## src/rtl/bmm_pkg.sv

```systemverilog
package bmm_pkg;
  localparam int unsigned DIM = 8;
  localparam int unsigned MW  = DIM * DIM;

  typedef enum logic [1:0] {
    OP_FLIP = 2'b00,
    OP_XMUL = 2'b01,
    OP_OMUL = 2'b10,
    OP_NONE = 2'b11
  } bmm_op_e;

  function automatic logic [MW-1:0] ident_mat();
    logic [MW-1:0] m;
    m = '0;
    for (int n = 0; n < DIM; n++) m[n*DIM+n] = 1'b1;
    return m;
  endfunction
endpackage

```

## src/rtl/bmm_flip.sv

```systemverilog
module bmm_flip #(
  parameter int unsigned DIM = 8,
  localparam int unsigned MW = DIM * DIM
) (
  input  logic [MW-1:0] mat_i,
  output logic [MW-1:0] mat_o
);
  for (genvar j = 0; j < DIM; j++) begin : g_row
    for (genvar k = 0; k < DIM; k++) begin : g_col
      assign mat_o[k*DIM+j] = mat_i[j*DIM+k];
    end
  end
endmodule

```

## src/rtl/bmm_mul.sv

```systemverilog
module bmm_mul #(
  parameter int unsigned DIM     = 8,
  parameter bit          OR_MODE = 1'b0,
  localparam int unsigned MW     = DIM * DIM
) (
  input  logic [MW-1:0] row_i,   // A, rows as bytes
  input  logic [MW-1:0] colt_i,  // transposed B, columns as bytes
  output logic [MW-1:0] res_o
);
  for (genvar r = 0; r < DIM; r++) begin : g_r
    for (genvar c = 0; c < DIM; c++) begin : g_c
      logic [DIM-1:0] term;
      assign term = row_i[r*DIM +: DIM] & colt_i[c*DIM +: DIM];
      if (OR_MODE) begin : g_or
        assign res_o[r*DIM+c] = |term;
      end else begin : g_xor
        assign res_o[r*DIM+c] = ^term;
      end
    end
  end
endmodule

```

## src/rtl/bmm_unit.sv

```systemverilog
module bmm_unit
  import bmm_pkg::*;
(
  input  logic [63:0] a_i,
  input  logic [63:0] b_i,
  input  logic [1:0]  op_i,
  output logic [63:0] res_o
);
  localparam logic [MW-1:0] IDENT = ident_mat();

  logic [MW-1:0] a_flip, b_flip, xmul, omul;

  bmm_flip #(.DIM(DIM)) u_flip_a (.mat_i(a_i), .mat_o(a_flip));
  bmm_flip #(.DIM(DIM)) u_flip_b (.mat_i(b_i), .mat_o(b_flip));

  bmm_mul #(.DIM(DIM), .OR_MODE(1'b0)) u_xmul (.row_i(a_i), .colt_i(b_flip), .res_o(xmul));
  bmm_mul #(.DIM(DIM), .OR_MODE(1'b1)) u_omul (.row_i(a_i), .colt_i(b_flip), .res_o(omul));

  always_comb begin
    case (bmm_op_e'(op_i))
      OP_FLIP: res_o = a_flip;
      OP_XMUL: res_o = xmul;
      OP_OMUL: res_o = omul;
      default: res_o = '0;
    endcase
  end

  always_comb begin
    assert_flip_popcnt_R3: assert (op_i != OP_FLIP || $countones(res_o) == $countones(a_i));
    assert_none_zero_R6:   assert (op_i != OP_NONE || res_o == '0);
    assert_ident_keep_R7:  assert (b_i != IDENT || (xmul == a_i && omul == a_i));
    assert_xor_in_or_R8:   assert ((xmul & ~omul) == '0);
    assert_zero_a_R9:      assert (a_i != '0 || (xmul == '0 && omul == '0));
  end
endmodule

```

## config.mk

```make
export PLATFORM = sky130hd
export DESIGN_NAME = bmm_unit
export DESIGN_NICKNAME = d
export VERILOG_FILES = /design/src/rtl/bmm_pkg.sv /design/src/rtl/bmm_flip.sv /design/src/rtl/bmm_mul.sv /design/src/rtl/bmm_unit.sv
export SDC_FILE = /design/constraint.sdc
export NUM_CORES = 1
export LEC_CHECK = 0
export ABC_CLOCK_PERIOD_IN_PS = 3300
export BUFFER_PORTS_ARGS = -buffer_cell sky130_fd_sc_hd__buf_4
export CORE_UTILIZATION = 60
export DETAILED_ROUTE_END_ITERATION = 6
export PLACE_DENSITY_LB_ADDON = 0.15
export SLEW_MARGIN = 20
export SYNTH_ARGS = -nofsm -noshare
export SYNTH_HDL_FRONTEND = slang
export SYNTH_SLANG_ARGS = --single-unit
```

## constraint.sdc

```tcl
create_clock -name vclk -period 3.3
set_input_delay 0.165 -clock vclk [all_inputs]
set_output_delay 0.165 -clock vclk [all_outputs]
set_load 0.02 [all_outputs]
```

==> Yosys cells after proc, flatten, opt, wreduce, memory -nomap -nowiden <==
Cells that the tools add are included.
{ "word_totals": {"regBits": 0, "inputBits": 130, "output_inout_bits": 64} }
{ "classes": {"eq_ne": 2, "muxes": 1, "bitwise": 64, "n_reduce_logical": 129} }
{ "ops": {"columns": ["op", "count"], "rows": [
  ["bitwise AND 8 bit", 64],
  ["OR reduction 8 bit", 64],
  ["XOR reduction 8 bit", 64],
  ["case mux 64 bit (3 select lines)", 1],
  ["== test 2 x 1 -> 1 bit (second input constant)", 1],
  ["== test 2 bit (second input constant)", 1],
  ["logical NOT 2 bit", 1]
]} }

==> Depth between registers and ports, before layout <==
Gate-level depths: netlist of the first run.
{ "logic_depth": {"ltp_word": 3, "depth_mapped": 6, "mapped_depth_nobuf": 5} }

==> Modules after synthesis <==
Synthesis of the first run repeated with hierarchy kept, for this count alone.
{ "unflattened": {"hier_cells": 1814, "hier_area_um2": 12672.2} }
{ "modules_own_cells": {"columns": ["mod", "instances", "cells_each", "area_each_um2", "seq_area_each_um2"], "rows": [
  ["bmm_mul (u_xmul)", 1, 1088, 6942.9, 0.0],
  ["bmm_mul (u_omul)", 1, 448, 3357.0, 0.0],
  ["bmm_unit", 1, 150, 1411.4, 0.0],
  ["bmm_flip", 2, 64, 480.5, 0.0]
]} }

==> Least setup slack after synthesis of the first run <==
Ideal clock, no wire load.
{ "synth_timing": {"path_kind": "input port to output port", "start": "input a_i[1]", "end": "output res_o[0]", "t_arrival_ns": 1.415, "required_time_ns": 3.135, "setup_slack_ns": 1.720, "path_stages": 6, "cell_sequence": "clkbuf_1 -> nand2_1 -> ha_1 -> xnor2_1 -> xnor2_1 -> o22ai_1"} }
{ "synth_via": {"elab_chain_len": 3, "elab_cells_between_ends": 4, "classes_between": "1 x mux; 1 x bitwise; 2 x reduce/logical"} }
{ "synth_lines": {"columns": ["item", "line", "rtl"], "rows": [
  ["from (decl)", "bmm_unit.sv:4", "input logic [63:0] a_i,"],
  ["bitwise AND 8 bit (*)", "bmm_mul.sv:13", "assign term = row_i[r*DIM +: DIM] & colt_i[c*DIM +: DIM];"],
  ["OR reduction 8 bit or XOR reduction 8 bit (tied branches)", "bmm_mul.sv:15, bmm_mul.sv:17", null],
  ["case mux 64 bit (3 select lines) (*)", "bmm_unit.sv:20", "case (bmm_op_e'(op_i))"],
  ["to (decl)", "bmm_unit.sv:7", "output logic [63:0] res_o"]
]} }
Mark *: on every way between the ends. The rest lies on a longest branch, timed or not.

==> Worst setup path after layout of the first run <==
{ "layout_timing": {"start": "input op_i[1]", "end": "output res_o[39]"} }
{ "layout_via": {"elab_chain_len": 2, "elab_cells_between_ends": 4, "classes_between": "2 x eq/ne; 1 x mux; 1 x reduce/logical"} }
{ "layout_lines": {"columns": ["item", "line", "rtl"], "rows": [
  ["from (decl)", "bmm_unit.sv:6", "input logic [1:0] op_i,"],
  ["== test 2 bit (tied with other cells)", "bmm_unit.sv:20", null],
  ["case mux 64 bit (3 select lines) (*)", "bmm_unit.sv:20", null]
]} }
Marked as above.

==> results of run 1 <==
-- worst max-delay path, delay by kind of cell --
family / cells / cell delay (ps)
AOI/OAI and AO/OA: 1 / 160
and+or+nand+nor: 1 / 530
buffers and inverters: 3 / 630
-- through the flow --
stage	cell area, µm²	setup slack [ps]	hold slack, ps	cells	util
floorplan	9260	1720	637	1340	-
global placement	10300	1550	836	1573	0.682
detailed placement	10300	1560	837	1573	0.682
CTS	10300	1550	838	1573	0.682
global route	10300	1570	865	1573	0.682
finish	10300	1580	846	1573	0.682
-- logic make-up after synthesis --
logic type               after synthesis  share of synthesized area
buffers and inverters                153                     0.0718
AND/OR/NAND/NOR                      611                      0.261
XOR/XNOR                             192                      0.182
AO/OA/AOI/OAI                         98                      0.107
adder cells (fa/ha/maj)              256                      0.346
multiplexers                          30                     0.0324
-- report_power, final --
group          total (mW)  leakage, nW  switching (mW)  internal (mW)
sequential              0            0               0              0
combinational        2.38         4.79            1.33           1.05
clock                   0            0               0              0
-- per-layer routing --
layer,share of wire,track usage
met1,0.36,0.588
met2,0.40,0.737
met3,0.14,0.0888
met4,0.095,0.344
met5,0,0
-- cell type report --
class	count	area, µm²
fill	1416	4810
multi-input combinational	1187	8590
tap	188	235
timing repair buffer	198	1500
-- worst paths after layout --
kind / startpoint / endpoint
worst min-delay path: a_i[36] / res_o[36]
worst max-delay path: op_i[1] / res_o[39]
-- synthesized netlist by cell type, drive strengths merged --
library cell	n	area (µm²)
buf	75	372
clkbuf	78	293
ha	256	3200
mux2i	30	300
nand2	546	2050
nand2b	1	13.8
nand3	34	170
nand4	30	188
o22ai	98	988
xnor2	192	1680
==> metrics.txt, run 1 <==
# TYPE chip_impl_metric gauge
chip_impl_info{name="layout.cells.most_common",value="sky130_fd_sc_hd__nand2_1"} 1
chip_impl_metric{name="detail_route.drc_violations",unit=""} 0
chip_impl_metric{name="final_layout_size_suffix_gt1_frac",unit=""} 0.187
chip_impl_info{name="layout_common_cells",value="sky130_fd_sc_hd__nand2_1 (546), sky130_fd_sc_hd__ha_1 (256), sky130_fd_sc_hd__buf_4 (196), sky130_fd_sc_hd__xnor2_1 (192), sky130_fd_sc_hd__o22ai_2 (60)"} 1
chip_impl_metric{name="syn-mean-instance-area",unit="µm²"} 6.91
chip_impl_metric{name="grt_start_max_net_pins",unit=""} 65
chip_impl_metric{name="slew_viol_final",unit=""} 0
chip_impl_info{name="result_of_the_run",value="finished, final reports clean"} 1
chip_impl_metric{name="layout_overhead_on_the_synthesized_area",unit="%"} 11.6
chip_impl_metric{name="fp-row-count",unit=""} 45
chip_impl_metric{name="nFlopsAndLatches",unit=""} 0
chip_impl_info{name="standard_cell_with_the_maximum_stage_delay_on_the_critical_path",value="sky130_fd_sc_hd__nand2b_4"} 1
chip_impl_info{name="cp_cell_sequence",value="buf_4, nand2b_4, buf_12, o22ai_2, buf_4"} 1
chip_impl_metric{name="slew-limit-headroom",unit=""} 0.409
chip_impl_metric{name="finalSetupTns",unit="ps"} 0
chip_impl_metric{name="first_pass_iters",unit=""} 6
chip_impl_info{name="hold_path.class",value="in2out"} 1
chip_impl_metric{name="grt_use_total",unit=""} 0.475
chip_impl_metric{name="antenna-diode-count",unit=""} 0
chip_impl_info{name="rsz0062_at_grt",value="no"} 1
chip_impl_metric{name="synth-seq-area-share",unit=""} 0
chip_impl_metric{name="first_global_vias",unit=""} 9783
chip_impl_metric{name="antenna_left",unit=""} 0
chip_impl_metric{name="crit_arrival",unit="ps"} 1550
chip_impl_metric{name="holdBufCountCts",unit=""} 0
chip_impl_metric{name="nNetsFinal",unit=""} 1773
chip_impl_metric{name="synth_nets",unit=""} 1726
chip_impl_metric{name="antenna_violations_before_repair",unit=""} 0
chip_impl_metric{name="gp_routability_congestion",unit=""} 0.999
chip_impl_metric{name="finalPower",unit="mW"} 2.38
chip_impl_metric{name="core",unit="µm²"} 15100
chip_impl_metric{name="floorplan.die.width",unit="µm"} 126
chip_impl_metric{name="netlist-cell-type-count",unit=""} 14
chip_impl_metric{name="fmaxAchievable",unit="MHz"} 582
chip_impl_metric{name="worst_slew_pin_slew",unit="ps"} 887
chip_impl_metric{name="overflow",unit=""} 0
chip_impl_metric{name="wl",unit="mm"} 38.7
chip_impl_metric{name="vias_per_cell",unit=""} 6.63
chip_impl_info{name="criticalPathCategory",value="in2out"} 1
chip_impl_metric{name="cts.repair_timing.setup_buffer_count",unit=""} 0
chip_impl_metric{name="power_density",unit="nW/µm²"} 230
chip_impl_metric{name="regArea",unit="µm²"} 0
chip_impl_metric{name="cpPeakStageDelay",unit="ps"} 530
chip_impl_info{name="critical_path.startpoint_type",value="input port"} 1
chip_impl_metric{name="period_share",unit=""} 0.521
chip_impl_metric{name="routed_wire_length_per_instance",unit="µm"} 24.6
chip_impl_metric{name="die_height",unit="µm"} 126
chip_impl_metric{name="timing.critical_path.fanout_max",unit=""} 34
chip_impl_info{name="worst_path_most_repeated_cell",value="sky130_fd_sc_hd__buf_4"} 1
chip_impl_metric{name="drt_iter0_drc",unit=""} 1240
chip_impl_metric{name="syn_area",unit="µm²"} 9260
chip_impl_metric{name="hold_violations",unit=""} 0
chip_impl_metric{name="finalSetupViolCount",unit=""} 0
chip_impl_metric{name="irDropWorstVdd",unit="mV"} 0.149
chip_impl_metric{name="cap_violations",unit=""} 0
chip_impl_metric{name="io-pin-count",unit=""} 194
chip_impl_metric{name="global_route_wire_length_before_repair",unit="mm"} 56.8
chip_impl_metric{name="final.min_clock_period",unit="ps"} 1720
chip_impl_metric{name="start_util",unit=""} 0.611
chip_impl_metric{name="detailedPlacementHpwl",unit="mm"} 26.1
chip_impl_metric{name="ctsResizeCount",unit=""} 0
chip_impl_metric{name="ys_warnings",unit=""} 0
chip_impl_metric{name="number_of_instances_in_the_synthesized_netlist",unit=""} 1340
chip_impl_metric{name="die_area",unit="µm²"} 15900
chip_impl_metric{name="dr_total_vias",unit=""} 10400
chip_impl_metric{name="hold-path-cell-count",unit=""} 4
chip_impl_metric{name="port_buffers",unit=""} 194
chip_impl_info{name="worst_setup_path_end_kind",value="output pin"} 1
chip_impl_metric{name="nClkBuffers",unit=""} 0
chip_impl_metric{name="leakage",unit="nW"} 4.79
chip_impl_metric{name="critPathRequiredTime",unit="ps"} 3130
Note: power is estimated with default switching activity, not from simulation.
==> inputs of run 2 (changes only) <==
Settings changed: ABC_AREA set to 1, ABC_CLOCK_PERIOD_IN_PS 3300 to 1500, CORE_UTILIZATION 60 to 55.
Clock period 3.3 ns to 1.5 ns, I/O delays scaled along.
==> run 2 against run 1 <==
Effect of this change:
- utilization shrank 5.5 points
- critical path type unchanged
- count of clock-buffer cells in the layout stayed put
- synthesized cell count up 98%
- wire length up 30%
- critical endpoint is now res_o[40]
- combinational power up 140%
- largest power group unchanged
- synthesized area rose by 33%
- die area is 45% higher
- largest cell class unchanged
==> metrics.txt, run 2 <==
# TYPE chip_impl_metric gauge
chip_impl_info{name="result_of_the_run",value="finished, final reports clean"} 1
chip_impl_metric{name="port_buffers",unit=""} 194
chip_impl_metric{name="regArea",unit="µm²"} 0
chip_impl_info{name="rsz0062_at_grt",value="no"} 1
chip_impl_metric{name="syn-mean-instance-area",unit="µm²"} 4.67
chip_impl_metric{name="layout_cell_area_excl_fill",unit="µm²"} 13700
chip_impl_metric{name="syn_area",unit="µm²"} 12400
chip_impl_metric{name="start_util",unit=""} 0.564
chip_impl_metric{name="finalSetupViolCount",unit=""} 0
chip_impl_metric{name="layout_overhead_on_the_synthesized_area",unit="%"} 11.2
chip_impl_metric{name="power_density",unit="nW/µm²"} 423
chip_impl_info{name="layout_common_cells",value="sky130_fd_sc_hd__nand2_1 (1,599), sky130_fd_sc_hd__inv_1 (321), sky130_fd_sc_hd__ha_1 (256), sky130_fd_sc_hd__nor2_1 (246), sky130_fd_sc_hd__buf_4 (200)"} 1
chip_impl_metric{name="final.min_clock_period",unit="ps"} 1420
chip_impl_metric{name="fmaxAchievable",unit="MHz"} 702
chip_impl_metric{name="first_pass_iters",unit=""} 7
chip_impl_metric{name="detail_route.drc_violations",unit=""} 0
chip_impl_metric{name="timing.critical_path.fanout_max",unit=""} 13
chip_impl_metric{name="number_of_instances_in_the_synthesized_netlist",unit=""} 2647
chip_impl_metric{name="floorplan.die.width",unit="µm"} 152
chip_impl_metric{name="critPathRequiredTime",unit="ps"} 1420
chip_impl_metric{name="synth-seq-area-share",unit=""} 0
chip_impl_metric{name="finalPower",unit="mW"} 5.81
chip_impl_metric{name="irDropWorstVdd",unit="mV"} 0.216
chip_impl_metric{name="crit_arrival",unit="ps"} 1350
chip_impl_metric{name="utilization",unit=""} 0.627
chip_impl_metric{name="fp-row-count",unit=""} 54
chip_impl_metric{name="routed_wire_length_per_instance",unit="µm"} 16.9
chip_impl_metric{name="slew-limit-headroom",unit=""} 0.805
chip_impl_metric{name="slew_viol_final",unit=""} 0
chip_impl_metric{name="cts.repair_timing.setup_buffer_count",unit=""} 0
chip_impl_metric{name="synth_top_cell_area_share",unit=""} 0.486
chip_impl_info{name="min_from",value="a_i[63]"} 1
chip_impl_metric{name="gp_routability_congestion",unit=""} 0.996
chip_impl_metric{name="nNetsFinal",unit=""} 3096
chip_impl_metric{name="antenna_left",unit=""} 0
chip_impl_metric{name="antenna-diode-count",unit=""} 0
chip_impl_metric{name="vias_per_cell",unit=""} 5.41
chip_impl_metric{name="ys_warnings",unit=""} 0
chip_impl_info{name="yosysTopAreaCell",value="sky130_fd_sc_hd__nand2_1"} 1
chip_impl_info{name="synthTopCellsByArea",value="sky130_fd_sc_hd__nand2_1 (49%), sky130_fd_sc_hd__ha_1 (26%), sky130_fd_sc_hd__inv_1 (9.8%)"} 1
chip_impl_metric{name="detailedPlacementHpwl",unit="mm"} 36.2
chip_impl_info{name="worst_setup_path_end_kind",value="output pin"} 1
chip_impl_metric{name="place_ws",unit="ps"} 126
chip_impl_metric{name="synth_nets",unit=""} 3033
chip_impl_metric{name="leakage",unit="nW"} 8.91
chip_impl_metric{name="die_area",unit="µm²"} 23100
chip_impl_info{name="hold_path.class",value="in2out"} 1
chip_impl_metric{name="netlist-cell-type-count",unit=""} 13
chip_impl_metric{name="postPlaceCellArea",unit="µm²"} 13700
chip_impl_metric{name="antenna_violations_before_repair",unit=""} 0
chip_impl_metric{name="overflow",unit=""} 0
chip_impl_metric{name="nFlopsAndLatches",unit=""} 0
chip_impl_metric{name="filler_cell_count",unit=""} 2245
chip_impl_metric{name="dr_total_vias",unit=""} 16200
chip_impl_metric{name="cap_violations",unit=""} 0
chip_impl_metric{name="wl",unit="mm"} 50.5
chip_impl_metric{name="grt_use_total",unit=""} 0.426
chip_impl_info{name="synth_commonest_cells",value="sky130_fd_sc_hd__nand2_1 (1,600), sky130_fd_sc_hd__inv_1 (321), sky130_fd_sc_hd__ha_1 (256)"} 1
chip_impl_metric{name="global_route_wire_length_before_repair",unit="mm"} 76.8
chip_impl_metric{name="hold_violations",unit=""} 0
chip_impl_info{name="whs_endpoint",value="res_o[63]"} 1
chip_impl_metric{name="die_height",unit="µm"} 152
chip_impl_info{name="critical_path.startpoint_type",value="input port"} 1
chip_impl_metric{name="final_layout_size_suffix_gt1_frac",unit=""} 0.0820
chip_impl_metric{name="period_share",unit=""} 0.949
chip_impl_info{name="post-synth-top-count-cell",value="sky130_fd_sc_hd__nand2_1"} 1
chip_impl_metric{name="hold-path-cell-count",unit=""} 6
chip_impl_metric{name="core",unit="µm²"} 21900
chip_impl_info{name="layout.cells.most_common",value="sky130_fd_sc_hd__nand2_1"} 1
chip_impl_metric{name="nClkBuffers",unit=""} 0
chip_impl_metric{name="grt_start_max_net_pins",unit=""} 29
chip_impl_info{name="criticalPathCategory",value="in2out"} 1
chip_impl_metric{name="finalSetupTns",unit="ps"} 0
chip_impl_metric{name="drt_iter0_drc",unit=""} 1447
chip_impl_metric{name="io-pin-count",unit=""} 194
chip_impl_metric{name="first_global_vias",unit=""} 14600
chip_impl_metric{name="final_critical_path_setup_slack",unit="ps"} 76.0
chip_impl_metric{name="worst_slew_pin_slew",unit="ps"} 291
run 2: changes by cell type in the layout (fill, tap and decap cells not counted), sizes merged:
cell | previous run | this run
nand3 | 34 | 64
buf | 198 | 208
nand2b | 1 | 0
nand4 | 30 | 0
o22ai | 98 | 0
mux2i | 30 | 0
or2 | 0 | 1
xnor2 | 192 | 0
nand2 | 546 | 1601
inv | 0 | 321
nor2 | 0 | 257
run 2: cell type report:
class | count | area, µm² | share of cell area
multi-input combinational | 2179 | 10500 | 0.768
inverter | 321 | 1200 | 0.0877
timing repair buffer | 208 | 1640 | 0.119
tap | 280 | 350 | 0.0255
run 2: power by group:
group | total, mW | leakage, nW | internal [mW] | switching (mW)
registers | 0 | 0 | 0 | 0
clock network | 0 | 0 | 0 | 0
logic | 5.81 | 8.91 | 2.12 | 3.68
total | 5.81 | 8.91 | 2.12 | 3.68
run 2: critical path: stages:
cell	delay [ps]
sky130_fd_sc_hd__buf_4	130
sky130_fd_sc_hd__or2_2	400
sky130_fd_sc_hd__buf_4	240
sky130_fd_sc_hd__nor2_1	140
sky130_fd_sc_hd__nor2_1	60
sky130_fd_sc_hd__nand2_1	130
sky130_fd_sc_hd__buf_4	160
run 2: worst max path at each step:
stage | from | endpoint | slack, ps | depth (start not counted)
2_1_floorplan | a_i[11] | res_o[13] | 310 | 9
3_3_place_gp | a_i[19] | res_o[23] | 130 | 10
3_5_place_dp | a_i[41] | res_o[47] | 130 | 10
4_1_cts | a_i[41] | res_o[47] | 120 | 10
5_1_grt | b_i[61] | res_o[5] | 10 | 10
6_report | op_i[1] | res_o[40] | 80 | 7
run 2: through the flow:
stage / hold slack (ps) / std cells
final: 697 / 2988
after global routing: 735 / 2988
after CTS: 689 / 2988
after detailed placement: 689 / 2988
after global placement: 678 / 2988
after floorplan: 384 / 2647
run 2: timing repair:
| action | in CTS | in global routing |
|---|---|---|
| gates resized for setup | 0 | 4 |
| setup endpoints to repair | 0 | 2 |
| hold buffers | 0 | 0 |
run 2: cells by family after synthesis:
group | Yosys count | synth area share
fa+ha+maj | 256 | 0.259
simple gates | 1923 | 0.594
buf+inv | 468 | 0.147
run 2: metal layers:
metal / GRT usage / up-vias / wire (µm)
met5: 0 / - / 0
met4: 0.338 / 0 / 4890
met3: 0.0961 / 297 / 6950
met2: 0.675 / 952 / 20800
met1: 0.494 / 6988 / 17800
li1: - / 7934 / -
==> inputs of run 3 (changes only) <==
Settings changed: BUFFER_PORTS_ARGS -buffer_cell sky130_fd_sc_hd__buf_4 to -buffer_cell sky130_fd_sc_hd__buf_2.
==> run 3 against run 2 <==
Effect of this change:
- critical endpoint is now res_o[35]
- critical path depth is 3 higher
- flip-flop and latch count stayed put
- wire length is 3.1% higher
==> metrics.txt, run 3 (synthesized netlist as in run 2, its figures left out) <==
# TYPE chip_impl_metric gauge
chip_impl_metric{name="layout_overhead_on_the_synthesized_area",unit="%"} 15.2
chip_impl_info{name="whs_endpoint",value="res_o[3]"} 1
chip_impl_metric{name="timing.critical_path.fanout_max",unit=""} 9
chip_impl_metric{name="hold_violations",unit=""} 0
chip_impl_metric{name="regArea",unit="µm²"} 0
chip_impl_metric{name="placed_cells_incl_taps",unit=""} 3032
chip_impl_metric{name="antenna_violations_before_repair",unit=""} 0
chip_impl_metric{name="detailedPlacementHpwl",unit="mm"} 37.9
chip_impl_metric{name="place_ws",unit="ps"} 32.6
chip_impl_metric{name="utilization",unit=""} 0.650
chip_impl_metric{name="floorplan.die.width",unit="µm"} 152
chip_impl_metric{name="routed_wire_length_per_instance",unit="µm"} 17.1
chip_impl_metric{name="layout_cell_area_excl_fill",unit="µm²"} 14200
chip_impl_info{name="cp_cell_sequence",value="buf_2, nand2_1, ha_1, inv_1, nand2_1, nand2_1, nand2_1, nand3_1, nand2_1, buf_2"} 1
chip_impl_metric{name="detail_route.drc_violations",unit=""} 0
chip_impl_metric{name="power_density",unit="nW/µm²"} 417
chip_impl_metric{name="drt_iter0_drc",unit=""} 1517
chip_impl_metric{name="start_util",unit=""} 0.564
chip_impl_metric{name="leakage",unit="nW"} 9.17
chip_impl_metric{name="final.min_clock_period",unit="ps"} 1460
chip_impl_info{name="worst_path_most_repeated_cell",value="sky130_fd_sc_hd__nand2_1"} 1
chip_impl_metric{name="first_pass_iters",unit=""} 6
chip_impl_metric{name="final_layout_size_suffix_gt1_frac",unit=""} 0.0988
chip_impl_info{name="critical_path.startpoint_type",value="input port"} 1
chip_impl_metric{name="cts.repair_timing.setup_buffer_count",unit=""} 0
chip_impl_metric{name="wl",unit="mm"} 52.0
chip_impl_metric{name="nClkBuffers",unit=""} 0
chip_impl_metric{name="finalSetupViolCount",unit=""} 0
chip_impl_info{name="layout.cells.most_common",value="sky130_fd_sc_hd__nand2_1"} 1
chip_impl_info{name="criticalPathCategory",value="in2out"} 1
chip_impl_info{name="layout_common_cells",value="sky130_fd_sc_hd__nand2_1 (1,598), sky130_fd_sc_hd__inv_1 (321), sky130_fd_sc_hd__ha_1 (251), sky130_fd_sc_hd__nor2_1 (246), sky130_fd_sc_hd__buf_2 (135)"} 1
chip_impl_metric{name="final_critical_path_setup_slack",unit="ps"} 44.4
chip_impl_metric{name="finalSetupTns",unit="ps"} 0
chip_impl_metric{name="global_route_wire_length_before_repair",unit="mm"} 78.8
chip_impl_metric{name="vias_per_cell",unit=""} 5.50
chip_impl_metric{name="postPlaceCellArea",unit="µm²"} 14000
chip_impl_metric{name="grt_start_max_net_pins",unit=""} 49
chip_impl_metric{name="irDropWorstVdd",unit="mV"} 0.210
chip_impl_metric{name="core",unit="µm²"} 21900
chip_impl_metric{name="holdBufCountCts",unit=""} 0
chip_impl_metric{name="dr_wl_met2",unit="mm"} 21.5
chip_impl_info{name="min_from",value="a_i[24]"} 1
chip_impl_metric{name="dr_total_vias",unit=""} 16700
chip_impl_metric{name="wl_met1",unit="mm"} 18.7
chip_impl_metric{name="antenna_left",unit=""} 0
chip_impl_metric{name="critPathRequiredTime",unit="ps"} 1420
chip_impl_info{name="worst_setup_path_end_kind",value="output pin"} 1
chip_impl_metric{name="fmaxAchievable",unit="MHz"} 687
chip_impl_metric{name="hold-path-cell-count",unit=""} 6
chip_impl_metric{name="slew_viol_final",unit=""} 0
chip_impl_info{name="uppermost_signal_routing_layer_after_detailed_routing",value="met4"} 1
chip_impl_metric{name="die_area",unit="µm²"} 23100
chip_impl_metric{name="instances_no_fill",unit=""} 3033
chip_impl_metric{name="nFlopsAndLatches",unit=""} 0
chip_impl_metric{name="die_height",unit="µm"} 152
chip_impl_info{name="standard_cell_with_the_maximum_stage_delay_on_the_critical_path",value="sky130_fd_sc_hd__ha_1"} 1
chip_impl_metric{name="period_share",unit=""} 0.970
chip_impl_metric{name="io-pin-count",unit=""} 194
chip_impl_info{name="hold_path.class",value="in2out"} 1
chip_impl_metric{name="crit_arrival",unit="ps"} 1380
chip_impl_metric{name="overflow",unit=""} 0
chip_impl_metric{name="cap_violations",unit=""} 0
chip_impl_metric{name="port_buffers",unit=""} 194
chip_impl_metric{name="fp-row-count",unit=""} 54
chip_impl_metric{name="worst_slew_pin_slew",unit="ps"} 365
chip_impl_metric{name="met3_wirelength",unit="mm"} 6.88
chip_impl_info{name="result_of_the_run",value="finished, final reports clean"} 1
chip_impl_metric{name="grt_use_total",unit=""} 0.435
chip_impl_metric{name="filler_cell_count",unit=""} 2248
chip_impl_metric{name="nNetsFinal",unit=""} 3140
chip_impl_metric{name="gp_routability_congestion",unit=""} 1.01
chip_impl_metric{name="cpPeakStageDelay",unit="ps"} 330
chip_impl_metric{name="first_global_vias",unit=""} 15100
chip_impl_metric{name="slew-limit-headroom",unit=""} 0.757
-- run 3: cell count changes in the layout (fill, tap and decap cells not counted), sizes merged --
| cell | change |
|---|---|
| clkbuf | +54 |
| buf | -10 |
| diode | +1 |
-- run 3: what timing repair did --
item / in CTS / in global routing
endpoints found under the hold margin: 0 / 0
setup endpoints to repair: 0 / 39
resized for setup: 0 / 66
-- run 3: critical path, delay by kind of cell --
| family | cells | cell delay (ps) |
|---|---|---|
| adder cells (fa/ha/maj) | 1 | 330 |
| AND/OR/NAND/NOR | 6 | 440 |
| buffers and inverters | 3 | 530 |
-- run 3: worst max-delay path by stage --
stage,startpoint,end,slack (ps)
final,a_i[37],res_o[35],40
after global routing,b_i[7],res_o[7],-20
after CTS,a_i[25],res_o[31],30
after detailed placement,a_i[25],res_o[31],30
after global placement,a_i[19],res_o[23],30
after floorplan,a_i[11],res_o[13],310
-- run 3: report_power, final --
part	internal (mW)	switching [mW]	total, mW
sequential	0	0	0
combinational	2.16	3.77	5.93
clock	0.0000000287	0	0.0000000287
-- run 3: area by class of cell --
class / instances / area, µm² / share of cell area
multi-input combinational: 2179 / 10600 / 0.745
timing repair buffer: 252 / 2070 / 0.145
inverter: 321 / 1200 / 0.0847
tap: 280 / 350 / 0.0246
antenna: 1 / 2.50 / 0.000176
-- run 3: metrics by stage --
stage | power [mW] | hold slack [ps]
2_1_floorplan | 3.95 | 384
4_1_cts | 5.71 | 735
3_3_place_gp | 5.47 | 723
5_1_grt | 6.62 | 783
6_report | 5.93 | 733
3_5_place_dp | 5.69 | 730
-- run 3: metal layers --
layer	track usage	up-vias
li1	-	8032
met1	0.525	7344
met2	0.680	1025
met3	0.0824	285
met4	0.340	0
met5	0	-
